==> config.mk <==
export PLATFORM = sky130hd
export DESIGN_NAME = msync_bus_slave
export DESIGN_NICKNAME = d
export VERILOG_FILES = /design/src/rtl/msb_pkg.sv /design/src/rtl/msb_edge_det.sv /design/src/rtl/msb_phase_fsm.sv /design/src/rtl/msb_wr_assembler.sv /design/src/rtl/msb_rd_buffer.sv /design/src/rtl/msync_bus_slave.sv
export SDC_FILE = /design/constraint.sdc
export NUM_CORES = 1
export LEC_CHECK = 0
export ABC_AREA = 0
export BUFFER_PORTS_ARGS = -buffer_cell sky130_fd_sc_hd__buf_2
export CAP_MARGIN = 20
export CORE_MARGIN = 2
export CORE_UTILIZATION = 40
export CTS_CLUSTER_DIAMETER = 50
export DETAILED_ROUTE_END_ITERATION = 6
export GPL_TIMING_DRIVEN = 0
export PLACE_DENSITY = 0.66
export SYNTH_ARGS = -nofsm -noshare
export SYNTH_HDL_FRONTEND = slang
export SYNTH_SLANG_ARGS = --single-unit
==> constraint.sdc <==
create_clock -name clk -period 2.6 [get_ports clk]
set_clock_uncertainty 0.15 [all_clocks]
set_input_delay 0.52 -clock clk [delete_from_list [all_inputs] [get_ports clk]]
set_output_delay 0.52 -clock clk [all_outputs]
set_load 0.005 [all_outputs]
==> src/rtl/msb_pkg.sv <==
`timescale 1ns/1ps
package msb_pkg;
  typedef enum logic [1:0] {
    PH_IDLE = 2'd0,
    PH_WAIT = 2'd1,
    PH_DATA = 2'd2
  } phase_t;

  // Index width for a count that may be 1.
  function automatic int idx_width(input int n);
    return (n > 1) ? $clog2(n) : 1;
  endfunction
endpackage

==> src/rtl/msb_edge_det.sv <==
`timescale 1ns/1ps
module msb_edge_det (
  input  logic clk,
  input  logic rst_n,
  input  logic level_in,
  output logic rise
);
  logic level_q;

  always_ff @(posedge clk or negedge rst_n) begin
    if (!rst_n) level_q <= 1'b0;
    else        level_q <= level_in;
  end

  assign rise = level_in & ~level_q;
endmodule

==> src/rtl/msb_phase_fsm.sv <==
`timescale 1ns/1ps
module msb_phase_fsm
  import msb_pkg::*;
#(
  parameter int WAIT_STATES = 1,
  parameter int BEATS       = 2,
  localparam int WCNT_W     = idx_width(WAIT_STATES + 1),
  localparam int BIDX_W     = idx_width(BEATS)
) (
  input  logic              clk,
  input  logic              rst_n,
  input  logic              rise,
  input  logic              cs_n,
  input  logic              adv_n,
  input  logic              rw,
  output phase_t            phase,
  output logic [BIDX_W-1:0] beat_idx,
  output logic              is_read,
  output logic              start_evt,
  output logic              beat_evt,
  output logic              last_evt,
  output logic              abort_evt
);
  logic [WCNT_W-1:0] wcnt;

  assign start_evt = rise & ~cs_n & ~adv_n & (phase == PH_IDLE);
  assign beat_evt  = rise & ~cs_n & (phase == PH_DATA);
  assign last_evt  = beat_evt & (beat_idx == BIDX_W'(BEATS - 1));
  assign abort_evt = cs_n & (phase != PH_IDLE);

  always_ff @(posedge clk or negedge rst_n) begin
    if (!rst_n) begin
      phase    <= PH_IDLE;
      wcnt     <= '0;
      beat_idx <= '0;
      is_read  <= 1'b0;
    end else if (cs_n) begin
      phase    <= PH_IDLE;
      wcnt     <= '0;
      beat_idx <= '0;
    end else if (rise) begin
      unique case (phase)
        PH_IDLE: if (!adv_n) begin
          phase   <= PH_WAIT;
          wcnt    <= '0;
          is_read <= rw;
        end
        PH_WAIT: begin
          if (wcnt == WCNT_W'(WAIT_STATES - 1)) phase <= PH_DATA;
          else                                  wcnt  <= wcnt + 1'b1;
        end
        PH_DATA: begin
          if (beat_idx == BIDX_W'(BEATS - 1)) begin
            phase    <= PH_IDLE;
            beat_idx <= '0;
          end else begin
            beat_idx <= beat_idx + 1'b1;
          end
        end
        default: phase <= PH_IDLE;
      endcase
    end
  end
endmodule

==> src/rtl/msb_wr_assembler.sv <==
`timescale 1ns/1ps
module msb_wr_assembler
  import msb_pkg::*;
#(
  parameter int BEAT_W  = 16,
  parameter int BEATS   = 2,
  localparam int WORD_W = BEAT_W * BEATS,
  localparam int BIDX_W = idx_width(BEATS)
) (
  input  logic              clk,
  input  logic              rst_n,
  input  logic              beat_evt,
  input  logic              last_evt,
  input  logic              is_read,
  input  logic [BIDX_W-1:0] beat_idx,
  input  logic [BEAT_W-1:0] ad_in,
  output logic              wr_req,
  output logic [WORD_W-1:0] wr_data
);
  for (genvar g = 0; g < BEATS; g++) begin : g_lane
    logic [BEAT_W-1:0] lane_q;
    always_ff @(posedge clk or negedge rst_n) begin
      if (!rst_n) lane_q <= '0;
      else if (beat_evt && !is_read && beat_idx == BIDX_W'(g)) lane_q <= ad_in;
    end
    assign wr_data[g*BEAT_W +: BEAT_W] = lane_q;
  end

  always_ff @(posedge clk or negedge rst_n) begin
    if (!rst_n) wr_req <= 1'b0;
    else        wr_req <= last_evt & ~is_read;
  end
endmodule

==> src/rtl/msb_rd_buffer.sv <==
`timescale 1ns/1ps
module msb_rd_buffer
  import msb_pkg::*;
#(
  parameter int BEAT_W  = 16,
  parameter int BEATS   = 2,
  localparam int WORD_W = BEAT_W * BEATS,
  localparam int BIDX_W = idx_width(BEATS)
) (
  input  logic              clk,
  input  logic              rst_n,
  input  logic              start_rd,
  input  logic              rd_valid,
  input  logic [WORD_W-1:0] rd_data,
  input  logic [BIDX_W-1:0] beat_idx,
  output logic              rd_req,
  output logic [BEAT_W-1:0] ad_out
);
  logic [WORD_W-1:0] word_q;
  logic              pend_q;
  logic [BEAT_W-1:0] slice [BEATS];

  always_ff @(posedge clk or negedge rst_n) begin
    if (!rst_n) begin
      rd_req <= 1'b0;
      pend_q <= 1'b0;
      word_q <= '0;
    end else begin
      rd_req <= start_rd;
      if (start_rd) begin
        pend_q <= 1'b1;
      end else if (rd_valid && pend_q) begin
        pend_q <= 1'b0;
        word_q <= rd_data;
      end
    end
  end

  for (genvar g = 0; g < BEATS; g++) begin : g_slice
    assign slice[g] = word_q[g*BEAT_W +: BEAT_W];
  end

  assign ad_out = slice[beat_idx];
endmodule

==> src/rtl/msync_bus_slave.sv <==
`timescale 1ns/1ps
module msync_bus_slave
  import msb_pkg::*;
#(
  parameter int BEAT_W       = 16,
  parameter int BEATS        = 2,
  parameter int WAIT_STATES  = 1,
  parameter int TIMEOUT_BCLK = 128,
  localparam int WORD_W      = BEAT_W * BEATS,
  localparam int WADDR_W     = BEAT_W - 1,
  localparam int BIDX_W      = idx_width(BEATS)
) (
  input  logic               clk,
  input  logic               rst_n,
  input  logic               bus_clk,
  input  logic               bus_cs_n,
  input  logic               bus_adv_n,
  input  logic               bus_rw,
  input  logic               bus_oe_n,
  input  logic [BEAT_W-1:0]  bus_ad_in,
  output logic [BEAT_W-1:0]  bus_ad_out,
  output logic               bus_ad_oe,
  output logic [WADDR_W-1:0] reg_addr,
  output logic               reg_wr_req,
  output logic [WORD_W-1:0]  reg_wr_data,
  output logic               reg_rd_req,
  input  logic [WORD_W-1:0]  reg_rd_data,
  input  logic               reg_rd_valid
);
  // Drop the byte bit: the port is word addressed.
  function automatic logic [WADDR_W-1:0] word_addr(input logic [BEAT_W-1:0] a);
    return a[BEAT_W-1:1];
  endfunction

  phase_t            phase;
  logic [BIDX_W-1:0] beat_idx;
  logic              is_read;
  logic              rise;
  logic              start_evt, beat_evt, last_evt, abort_evt;
  logic              busy;
  logic              start_rd;

  msb_edge_det u_edge (
    .clk      (clk),
    .rst_n    (rst_n),
    .level_in (bus_clk),
    .rise     (rise)
  );

  msb_phase_fsm #(.WAIT_STATES(WAIT_STATES), .BEATS(BEATS)) u_fsm (
    .clk       (clk),
    .rst_n     (rst_n),
    .rise      (rise),
    .cs_n      (bus_cs_n),
    .adv_n     (bus_adv_n),
    .rw        (bus_rw),
    .phase     (phase),
    .beat_idx  (beat_idx),
    .is_read   (is_read),
    .start_evt (start_evt),
    .beat_evt  (beat_evt),
    .last_evt  (last_evt),
    .abort_evt (abort_evt)
  );

  msb_wr_assembler #(.BEAT_W(BEAT_W), .BEATS(BEATS)) u_wr (
    .clk      (clk),
    .rst_n    (rst_n),
    .beat_evt (beat_evt),
    .last_evt (last_evt),
    .is_read  (is_read),
    .beat_idx (beat_idx),
    .ad_in    (bus_ad_in),
    .wr_req   (reg_wr_req),
    .wr_data  (reg_wr_data)
  );

  assign start_rd = start_evt & bus_rw;

  msb_rd_buffer #(.BEAT_W(BEAT_W), .BEATS(BEATS)) u_rd (
    .clk      (clk),
    .rst_n    (rst_n),
    .start_rd (start_rd),
    .rd_valid (reg_rd_valid),
    .rd_data  (reg_rd_data),
    .beat_idx (beat_idx),
    .rd_req   (reg_rd_req),
    .ad_out   (bus_ad_out)
  );

  always_ff @(posedge clk or negedge rst_n) begin
    if (!rst_n)         reg_addr <= '0;
    else if (start_evt) reg_addr <= word_addr(bus_ad_in);
  end

  assign busy      = (phase != PH_IDLE);
  assign bus_ad_oe = ~bus_cs_n & ~bus_oe_n & is_read & busy;
endmodule

==> out/qor.yml, run 1 <==
status: "finished, final reports clean"
grt_pass1_vias: 2381
drt_iter0_markers: 51
core_um2: 8640
antenna_found_initial: 1
drive_gt1_share_pct: 68.9
clk_pin_slew_ps: 90
critical_path.startpoint: "u_fsm.beat_idx$_DFFE_PN0P_"
initial_core_util_pct: 40.9
clkLatencyLatePin_ps: 340
ys_seq_area_share_pct: 61.7
fin_nets: 406
cts_buffers: 9
hp-class: "primary input to flip-flop"
fin_ws_ps: 324
cap_viol_max_count: 0
netlist_top_cells_area: "dfrtp_1 62%, mux2_2 28%, mux2_4 3.8%"
root_buffer: "clkbuf_8"
max_slew_margin_pct: 60.3
reg2reg_from: "u_fsm.phase[0]$_DFFE_PN0P_"
num_vias: 2261
die_x_um: 98.0
rr_worst_depth: 4
timing.final.crit_share_pct: 87.6
tritoncts: "yes"
p_comb_share_pct: 17.6
grt_max_degree: 63
slew_violations: 0
stdcell_count: 462
io_pins: 122
fin_util_pct: 52.4
rsz0062_at_grt: "false"
cp-end-kind: "output pin"
ys_ff_latch: 87
gp_congestion: 0.751
cp_max_fo: 19
hold_viol_final: 0
ant_nets: 0
p_leak_nw: 2.38
reg2reg_to: "reg_addr[1]$_DFFE_PN0P_"
layout_common_cells: "125 x buf_2, 87 x mux2_2, 87 x dfrtp_1"
dp_hpwl_um: 5330
pwr-share-seq_pct: 51.2
setup_viol: 0
grt_pass1_wl_um: 12000
synth_nets: 273
placed_cells_incl_taps: 447
port-buffer-count: 121
drt-wirelength-per-cell_um: 15.9
dieArea_um2: 9600
yosysTopAreaCell: "dfrtp_1"
cts_resized: 0
max_freq_mhz: 439
hold_ws_ps: 203
syn-cell-area_um2: 3530
crit_path_end: "bus_ad_out[15]"
track_usage_pct: 15.8
clkSinkCount: 87
internal_power_mw: 2.53
worst_pin_slew_ps: 596
powerDensity_nw_per_um2: 735
rrSetupSlack_ps: 390
dpl_cell_area_um2: 4300
yosysTopAreaCellShare_pct: 61.7
yosys_warnings: 0
clk_path_buf_depth: 2
syn_inst: 217
start_kind: "flip-flop"
drc: 0
power_switching_uw: 798
final_area_um2: 4530
via_per_inst: 4.89
diodes: 0
grt.overflow.total: 0
h-tree-depth: 3
avgSynthCellArea_um2: 16.3
required_ps: 1930
post-route-min-period_ps: 2280
first_pass_iters: 3
syn2layout_area_growth_pct: 28.2
cp.arrival_ps: 1610
total_power_mw: 3.33
peakVddDrop_v: 0.000378
worstSetupPathType: "flip-flop to output pin"
pwr-share-clk_pct: 31.2
swShare_pct: 24.0
totalWireLength_um: 7360
final_common_cell: "buf_2"
fp-row-count: 34
synthDistinctLibCells: 25
post-place-ws_ps: 161
setup-tns-final_ps: 0
die_h_um: 98.0
[cell usage after synthesis]
library cell,n
mux2_2,87
or4b_4,1
nor2_1,5
mux2_4,9
a21oi_1,1
dfrtp_1,87
buf_12,1
nor4b_1,1
nand4bb_4,1
nand2_1,2
o21ai_0,1
mux2i_1,1
buf_2,5
nand2b_1,1
nor3_1,1
buf_1,1
xor2_1,1
or4_1,1
inv_1,3
nor3b_1,1
buf_6,2
o22ai_1,1
clkbuf_1,1
or3b_2,1
a31oi_1,1
[registers in the layout, indices dropped and copies added, names as in the netlist]
register / cells
u_fsm.phase: 2
u_rd.pend_q: 1
reg_addr: 15
u_rd.rd_req: 1
u_edge.level_q: 1
u_rd.word_q: 32
u_wr.wr_req: 1
u_wr.g_lane.lane_q: 32
u_fsm.beat_idx: 1
u_fsm.is_read: 1
[power groups by stage]
stage | logic (mW) | clock network (mW) | registers [mW]
6_report | 0.585 | 1.04 | 1.70
5_1_grt | 0.650 | 1.13 | 1.74
4_1_cts | 0.598 | 1.07 | 1.71
3_5_place_dp | 0.594 | 0 | 1.74
3_3_place_gp | 0.572 | 0 | 1.72
2_1_floorplan | 0.317 | 0 | 1.71
[how the worst min path moves through the flow]
stage          depth (start not counted)  slack [ps]                                  from                               endpoint
2_1_floorplan                          0          70                                 rst_n                reg_addr[0]$_DFFE_PN0P_
3_3_place_gp                           1         330  u_wr.g_lane[0].lane_q[2]$_DFFE_PN0P_   u_wr.g_lane[0].lane_q[2]$_DFFE_PN0P_
3_5_place_dp                           1         310                                 rst_n  u_wr.g_lane[1].lane_q[10]$_DFFE_PN0P_
4_1_cts                                1         190                               bus_clk               u_edge.level_q$_DFF_PN0_
5_1_grt                                1         180                               bus_clk               u_edge.level_q$_DFF_PN0_
6_report                               1         200                               bus_clk               u_edge.level_q$_DFF_PN0_
[cell type report]
class,count,area (um2)
fillers,781,4110
flip-flops and latches,87,2180
multi-input cells,117,1270
repair buffers,123,646
clock buffers,10,138
well taps,108,135
clock inverters,5,82.6
plain buffers,9,71.3
inverters,3,11.3
[layer usage]
layer	GRT usage, %	wire, um	vias up
met5	0	16	-
met4	2.56	49	2
met3	6.66	708	8
met2	25.4	3390	90
met1	20.5	3190	1122
li1	-	-	1039
[worst max-delay path, cell delays in order, from the launching register on]
cell	delay (ps)
dfrtp_1	340
buf_2	400
mux2_2	400
buf_2	130
[cell families after synthesis]
group / count (synthesis) / synth area share, %
mux: 97 / 31.9
flops: 87 / 61.7
compound gates: 4 / 0.638
simple gates: 15 / 3.15
buf+inv: 13 / 2.44
xor+xnor: 1 / 0.248
[timing repair]
item | in CTS | in global routing
endpoints found under the hold margin | 25 | 0
buffers inserted | 0 | 0
hold buffers | 1 | 0
setup endpoints to repair | 8 | 0
No activity file was read; power rests on OpenSTA's default activity.
==> run 2, diff against run 1 <==
- CORE_ASPECT_RATIO: not set -> 0.7
- PLACE_DENSITY: 0.66 -> 0.7
==> run 2 against run 1 <==
Net effect: combinational power hardly changed; maximum frequency rose by 1.5%; sequential share of layout area decreased by 0.68 points; core utilization up 1.5 points; non-clock buffer count decreased by 1; critical path depth did not move; count of clock-buffer cells in the layout increased by 1; flip-flop and latch count is the same; worst setup slack better by 34 ps; final cell count is 2.4% higher; sequential power is essentially flat.
==> out/qor.yml, run 2 (synthesized netlist as in run 1, its figures left out) <==
max_slew_margin_pct: 58.7  # -1.6 points
fin_nets: 405  # -0.25%
p_leak_nw: 2.40  # +0.79%
cp_max_fo: 19  # unchanged
fin_ws_ps: 357  # +33.8 ps
diodes: 0  # unchanged
start_kind: "flip-flop"
dp_hpwl_um: 5750  # +8.0%
placed_cells_incl_taps: 459  # +2.7%
drt_iter0_markers: 74  # +45%
setup_viol: 0  # unchanged
swShare_pct: 23.5  # -0.46 points
grt.overflow.total: 0  # unchanged
seq_area_um2: 2180  # unchanged
port-buffer-count: 121  # unchanged
grt_pass1_vias: 2362  # -0.80%
drt-wirelength-per-cell_um: 16.4  # +2.9%
die_h_um: 82.6  # -16%
root_buffer: "clkbuf_16"
clk_path_buf_depth: 2  # unchanged
layout_common_cells: "125 x buf_2, 87 x mux2_2, 87 x dfrtp_1"
gp_congestion: 0.694  # -7.6%
status: "finished, final reports clean"
pwr-share-seq_pct: 48.5  # -2.7 points
largest_registers: "u_rd.word_q: 32 flops, u_wr.g_lane.lane_q: 32 flops, reg_addr: 15 flops"
drc: 0  # unchanged
core_um2: 8510  # -1.4%
die_x_um: 116  # +19%
worstSetupPathType: "flip-flop to output pin"
peakVddDrop_v: 0.000445  # +18%
hold_viol_final: 0  # unchanged
postCtsSetupRepairBufs: 0  # unchanged
h-tree-depth: 3  # unchanged
grt_pass1_wl_um: 12200  # +1.1%
post-route-min-period_ps: 2240  # -33.8 ps
timing.final.crit_share_pct: 86.3  # -1.3 points
ant_nets: 0  # unchanged
power_switching_uw: 832  # +4.2%
p_comb_share_pct: 16.6  # -1.0 points
clkSinkCount: 87  # unchanged
num_vias: 2228  # -1.5%
stdcell_count: 473  # +2.4%
max_freq_mhz: 446  # +1.5%
io_pins: 122  # unchanged
syn2layout_area_growth_pct: 30.1
nFillCells: 762  # -2.4%
antenna_found_initial: 0  # -1
initial_core_util_pct: 41.5  # +0.59 points
cp-end-kind: "output pin"
post-place-ws_ps: 136  # -25.2 ps
first_pass_iters: 4  # +1
final_common_cell: "buf_2"
clkLatencyLatePin_ps: 330  # about the same
drive_gt1_share_pct: 68.6  # -0.37 points
pwr-share-clk_pct: 34.9  # +3.7 points
internal_power_mw: 2.70  # +6.9%
cts_buffers: 9  # unchanged
tritoncts: "yes"
track_usage_pct: 17.2  # +1.4 points
dieArea_um2: 9610  # +0.12%
multi_input_area_um2: 1270  # unchanged
powerDensity_nw_per_um2: 770  # +4.8%
totalWireLength_um: 7750  # +5.4%
required_ps: 1930  # about the same
clk_pin_slew_ps: 60  # -30 ps
slew_violations: 0  # unchanged
cp.arrival_ps: 1570  # -40 ps
rsz0062_at_grt: "false"
cap_viol_max_count: 0  # unchanged
fp-row-count: 28  # -18%
setup-tns-final_ps: 0  # unchanged
worst_pin_slew_ps: 619  # +23.5 ps
grt_max_degree: 47  # -25%
via_per_inst: 4.71  # -3.8%
hp-class: "primary input to async pin"
-- run 2: cell count changes in the layout (fill, tap and decap cells not counted) --
cell / before / now
clkinvlp_4: 0 / 1
clkbuf_1: 1 / 3
clkinv_4: 2 / 0
clkinv_2: 1 / 2
clkbuf_8: 10 / 0
clkbuf_16: 0 / 9
dlygate4sd3_1: 1 / 0
bufinv_16: 2 / 1
-- run 2: layout make-up --
class	count	share of cell area, %
Clock buffer	11	5.07
Sequential cell	87	47.4
Clock inverter	4	1.04
Multi-Input combinational cell	117	27.6
Tap cell	120	3.27
Timing Repair Buffer	122	13.8
Inverter	3	0.245
Buffer	9	1.55
-- run 2: power by group through the flow --
stage | sequential [mW] | clock [mW] | combinational (mW)
after floorplan | 1.71 | 0 | 0.317
after global placement | 1.72 | 0 | 0.573
after global routing | 1.75 | 1.33 | 0.653
after CTS | 1.72 | 1.27 | 0.602
after detailed placement | 1.74 | 0 | 0.601
final | 1.72 | 1.23 | 0.587
-- run 2: worst max-delay path: stages, from the launching register on --
cell,delay [ps]
dfrtp_1,330
buf_2,390
mux2_2,390
buf_2,130
-- run 2: metal layers --
layer / wire (um) / track usage (%) / vias to the layer above / share of wire [%]
li1: - / - / 1039 / -
met1: 3540 / 21.8 / 1117 / 46
met2: 3720 / 28.4 / 65 / 48
met3: 394 / 5.55 / 7 / 5.1
met4: 91 / 5.71 / 0 / 1.2
met5: 0 / 0 / - / 0
-- run 2: repair_timing --
action | in CTS | in global routing
hold buffers | 0 | 0
endpoints found under the hold margin | 0 | 0
resized for setup | 0 | 0
endpoints found under the setup margin | 8 | 0
-- run 2: stage by stage --
step	util (%)	hold WS (ps)	area, um2	total power [mW]
finish	54.0	27.9	4590	3.53
global route	54.0	59.1	4590	3.73
CTS	54.0	36.5	4590	3.59
detailed placement	50.7	339	4320	2.34
global placement	50.4	332	4290	2.29
floorplan	-	74.4	3530	2.03
-- run 2: worst paths after layout --
path | cells after the start | slack (ps) | to | from
setup / recovery | 3 | 360 | bus_ad_out[5] | u_fsm.beat_idx$_DFFE_PN0P_
hold / removal | 1 | 30 | u_rd.word_q[23]$_DFFE_PN0P_ | rst_n
setup reg to reg | 4 | 380 | reg_addr[13]$_DFFE_PN0P_ | u_fsm.phase[0]$_DFFE_PN0P_
hold reg to reg | 1 | 350 | reg_addr[11]$_DFFE_PN0P_ | reg_addr[11]$_DFFE_PN0P_
max in group asynchronous | 2 | 1650 | reg_addr[8]$_DFFE_PN0P_ | rst_n
min in group clk | 1 | 220 | u_edge.level_q$_DFF_PN0_ | bus_clk
==> run 3, diff against run 2 <==
- CORE_UTILIZATION: 40 -> 45
- PLACE_DENSITY: 0.7 -> 0.77
==> run 3 against run 2 <==
Net effect: global-route usage up 1.2 points; register-to-register slack better by 70 ps; first-iteration DRC count down 28%; core utilization up 6.1 points; design area down 2.6%; maximum frequency down 2.5%; non-clock buffer count up 1; flip-flop and latch count unchanged; clock power down 30%; critical endpoint is now bus_ad_out[9].
==> out/qor.yml, run 3 (synthesized netlist as in run 1, its figures left out) <==
fp-row-count: 26  # -7.1%
cp.arrival_ps: 1630  # +60 ps
drt_iter0_markers: 53  # -28%
drt-wirelength-per-cell_um: 16.2  # -0.90%
hp-class: "primary input to flip-flop"
initial_core_util_pct: 47.4  # +5.9 points
io_pins: 122  # unchanged
largest_registers: "u_rd.word_q: 32 flops, u_wr.g_lane.lane_q: 32 flops, reg_addr: 15 flops"
clk_path_buf_depth: 2  # unchanged
post-place-ws_ps: 225  # +89.1 ps
fin_ws_ps: 299  # -58.5 ps
die_x_um: 110  # -5.5%
num_vias: 2245  # +0.76%
fin_nets: 406  # +0.25%
core_um2: 7450  # -12%
tritoncts: "yes"
rsz0062_at_grt: "false"
worstSetupPathType: "flip-flop to output pin"
max_freq_mhz: 435  # -2.5%
required_ps: 1930  # about the same
postCtsSetupRepairBufs: 0  # unchanged
setup_viol: 0  # unchanged
top_layer: "met4"
post-route-min-period_ps: 2300  # +58.5 ps
rr_worst_depth: 4  # unchanged
cpMaxStageDelayCell: "buf_2"
max_slew_margin_pct: 61.2  # +2.5 points
rrSetupSlack_ps: 450  # +70 ps
reg2reg_from: "u_fsm.phase[0]$_DFFE_PN0P_"
dr_wl_met3_um: 452  # +15%
dp_hpwl_um: 5380  # -6.5%
via_per_inst: 4.97  # +5.4%
dr_wl_met2_um: 3440  # -7.5%
root_buffer: "clkbuf_8"
start_kind: "flip-flop"
reg2reg_to: "reg_addr[2]$_DFFE_PN0P_"
totalWireLength_um: 7340  # -5.3%
worstPathCellList: "buf_2 -> mux2_2 -> buf_2"
syn2layout_area_growth_pct: 26.6
drc: 0  # unchanged
hold_ws_ps: 207  # +179 ps
layout_common_cells: "125 x buf_2, 87 x mux2_2, 87 x dfrtp_1"
grt_pass1_vias: 2404  # +1.8%
antenna_found_initial: 0  # unchanged
drive_gt1_share_pct: 68.1  # -0.48 points
crit_top_cell: "buf_2"
timing.final.crit_share_pct: 88.5  # +2.2 points
grt_pass1_wl_um: 11800  # -3.1%
setup-tns-final_ps: 0  # unchanged
dieArea_um2: 8580  # -11%
grt.overflow.total: 0  # unchanged
holdPathEnd: "u_edge.level_q$_DFF_PN0_"
powerDensity_nw_per_um2: 706  # -8.3%
slew_violations: 0  # unchanged
die_h_um: 78.1  # -5.4%
first_pass_iters: 4  # unchanged
cp_max_fo: 19  # unchanged
ant_nets: 0  # unchanged
cap_viol_max_count: 0  # unchanged
clkSinkCount: 87  # unchanged
hold_viol_final: 0  # unchanged
worst_pin_slew_ps: 582  # -37.1 ps
hp-start: "bus_clk"
met1_length_um: 3320  # -6.4%
diodes: 0  # unchanged
track_usage_pct: 18.4  # +1.2 points
cts_buffers: 9  # unchanged
clkLatencyLatePin_ps: 350  # +20 ps
gp_congestion: 0.769  # +11%
peakVddDrop_v: 0.000595  # +34%
h-tree-depth: 3  # unchanged
final_common_cell: "buf_2"
port-buffer-count: 121  # unchanged
status: "finished, final reports clean"
grt_max_degree: 56  # +19%
cp-end-kind: "output pin"
clk_pin_slew_ps: 80  # +20 ps
p_leak_nw: 2.36  # -1.7%
cpPeakStageDelay_ps: 410  # +20 ps
min_path_cells: 1
## run 3: cell count changes in the layout (fill, tap and decap cells not counted)
cell and delta:
clkbuf_8 +12, clkbuf_16 -9, clkinv_2 -2, bufinv_16 -1
clkbuf_1 +1, clkinvlp_4 -1, dlygate4sd3_1 +1
## run 3: where the power goes
| part | total (mW) | switching, mW | internal, mW |
|---|---|---|---|
| registers | 1.71 | 0.119 | 1.59 |
| logic | 0.589 | 0.215 | 0.374 |
| clock network | 0.858 | 0.435 | 0.423 |
## run 3: layer usage
metal | track usage [%] | up-vias
li1 | - | 1042
met1 | 23.9 | 1119
met2 | 27.9 | 71
met3 | 5.81 | 13
met4 | 9.11 | 0
met5 | 0 | -
## run 3: worst max-delay path, delay by kind of cell (launching register included)
| kind | cells | cell delay [ps] |
|---|---|---|
| flip-flops | 1 | 350 |
| buffers and inverters | 2 | 540 |
| multiplexers | 1 | 400 |
## run 3: area by class of cell
type / instances / area, um2
fillers: 618 / 2980
flip-flops and latches: 87 / 2180
multi-input cells: 117 / 1270
repair buffers: 123 / 646
clock buffers: 15 / 176
well taps: 98 / 123
plain buffers: 9 / 71.3
inverters: 3 / 11.3
## run 3: metrics by stage
step	std cells	cell area (um2)	util (%)	total power [mW]
global route	452	4470	60.0	3.35
finish	452	4470	60.0	3.16
global placement	436	4260	57.2	2.29
detailed placement	437	4290	57.6	2.33
floorplan	217	3530	-	2.03
CTS	452	4470	60.0	3.21
## run 3: what timing repair did
action | 4_1_cts | 5_1_grt
resized for setup | 0 | 0
endpoints found under the setup margin | 8 | 0
hold buffers | 1 | 0
hold endpoints to repair | 32 | 0
## run 3: worst max-delay path by stage
stage	from	end	slack (ps)	depth (start not counted)
final	u_fsm.beat_idx$_DFFE_PN0P_	bus_ad_out[9]	300	3
after global routing	u_fsm.beat_idx$_DFFE_PN0P_	bus_ad_out[15]	200	3
after CTS	u_fsm.beat_idx$_DFFE_PN0P_	bus_ad_out[9]	250	3
after detailed placement	bus_clk	reg_addr[2]$_DFFE_PN0P_	220	5
after global placement	rst_n	u_wr.wr_req$_DFF_PN0_	130	1
after floorplan	u_fsm.phase[0]$_DFFE_PN0P_	u_wr.g_lane[1].lane_q[10]$_DFFE_PN0P_	640	5
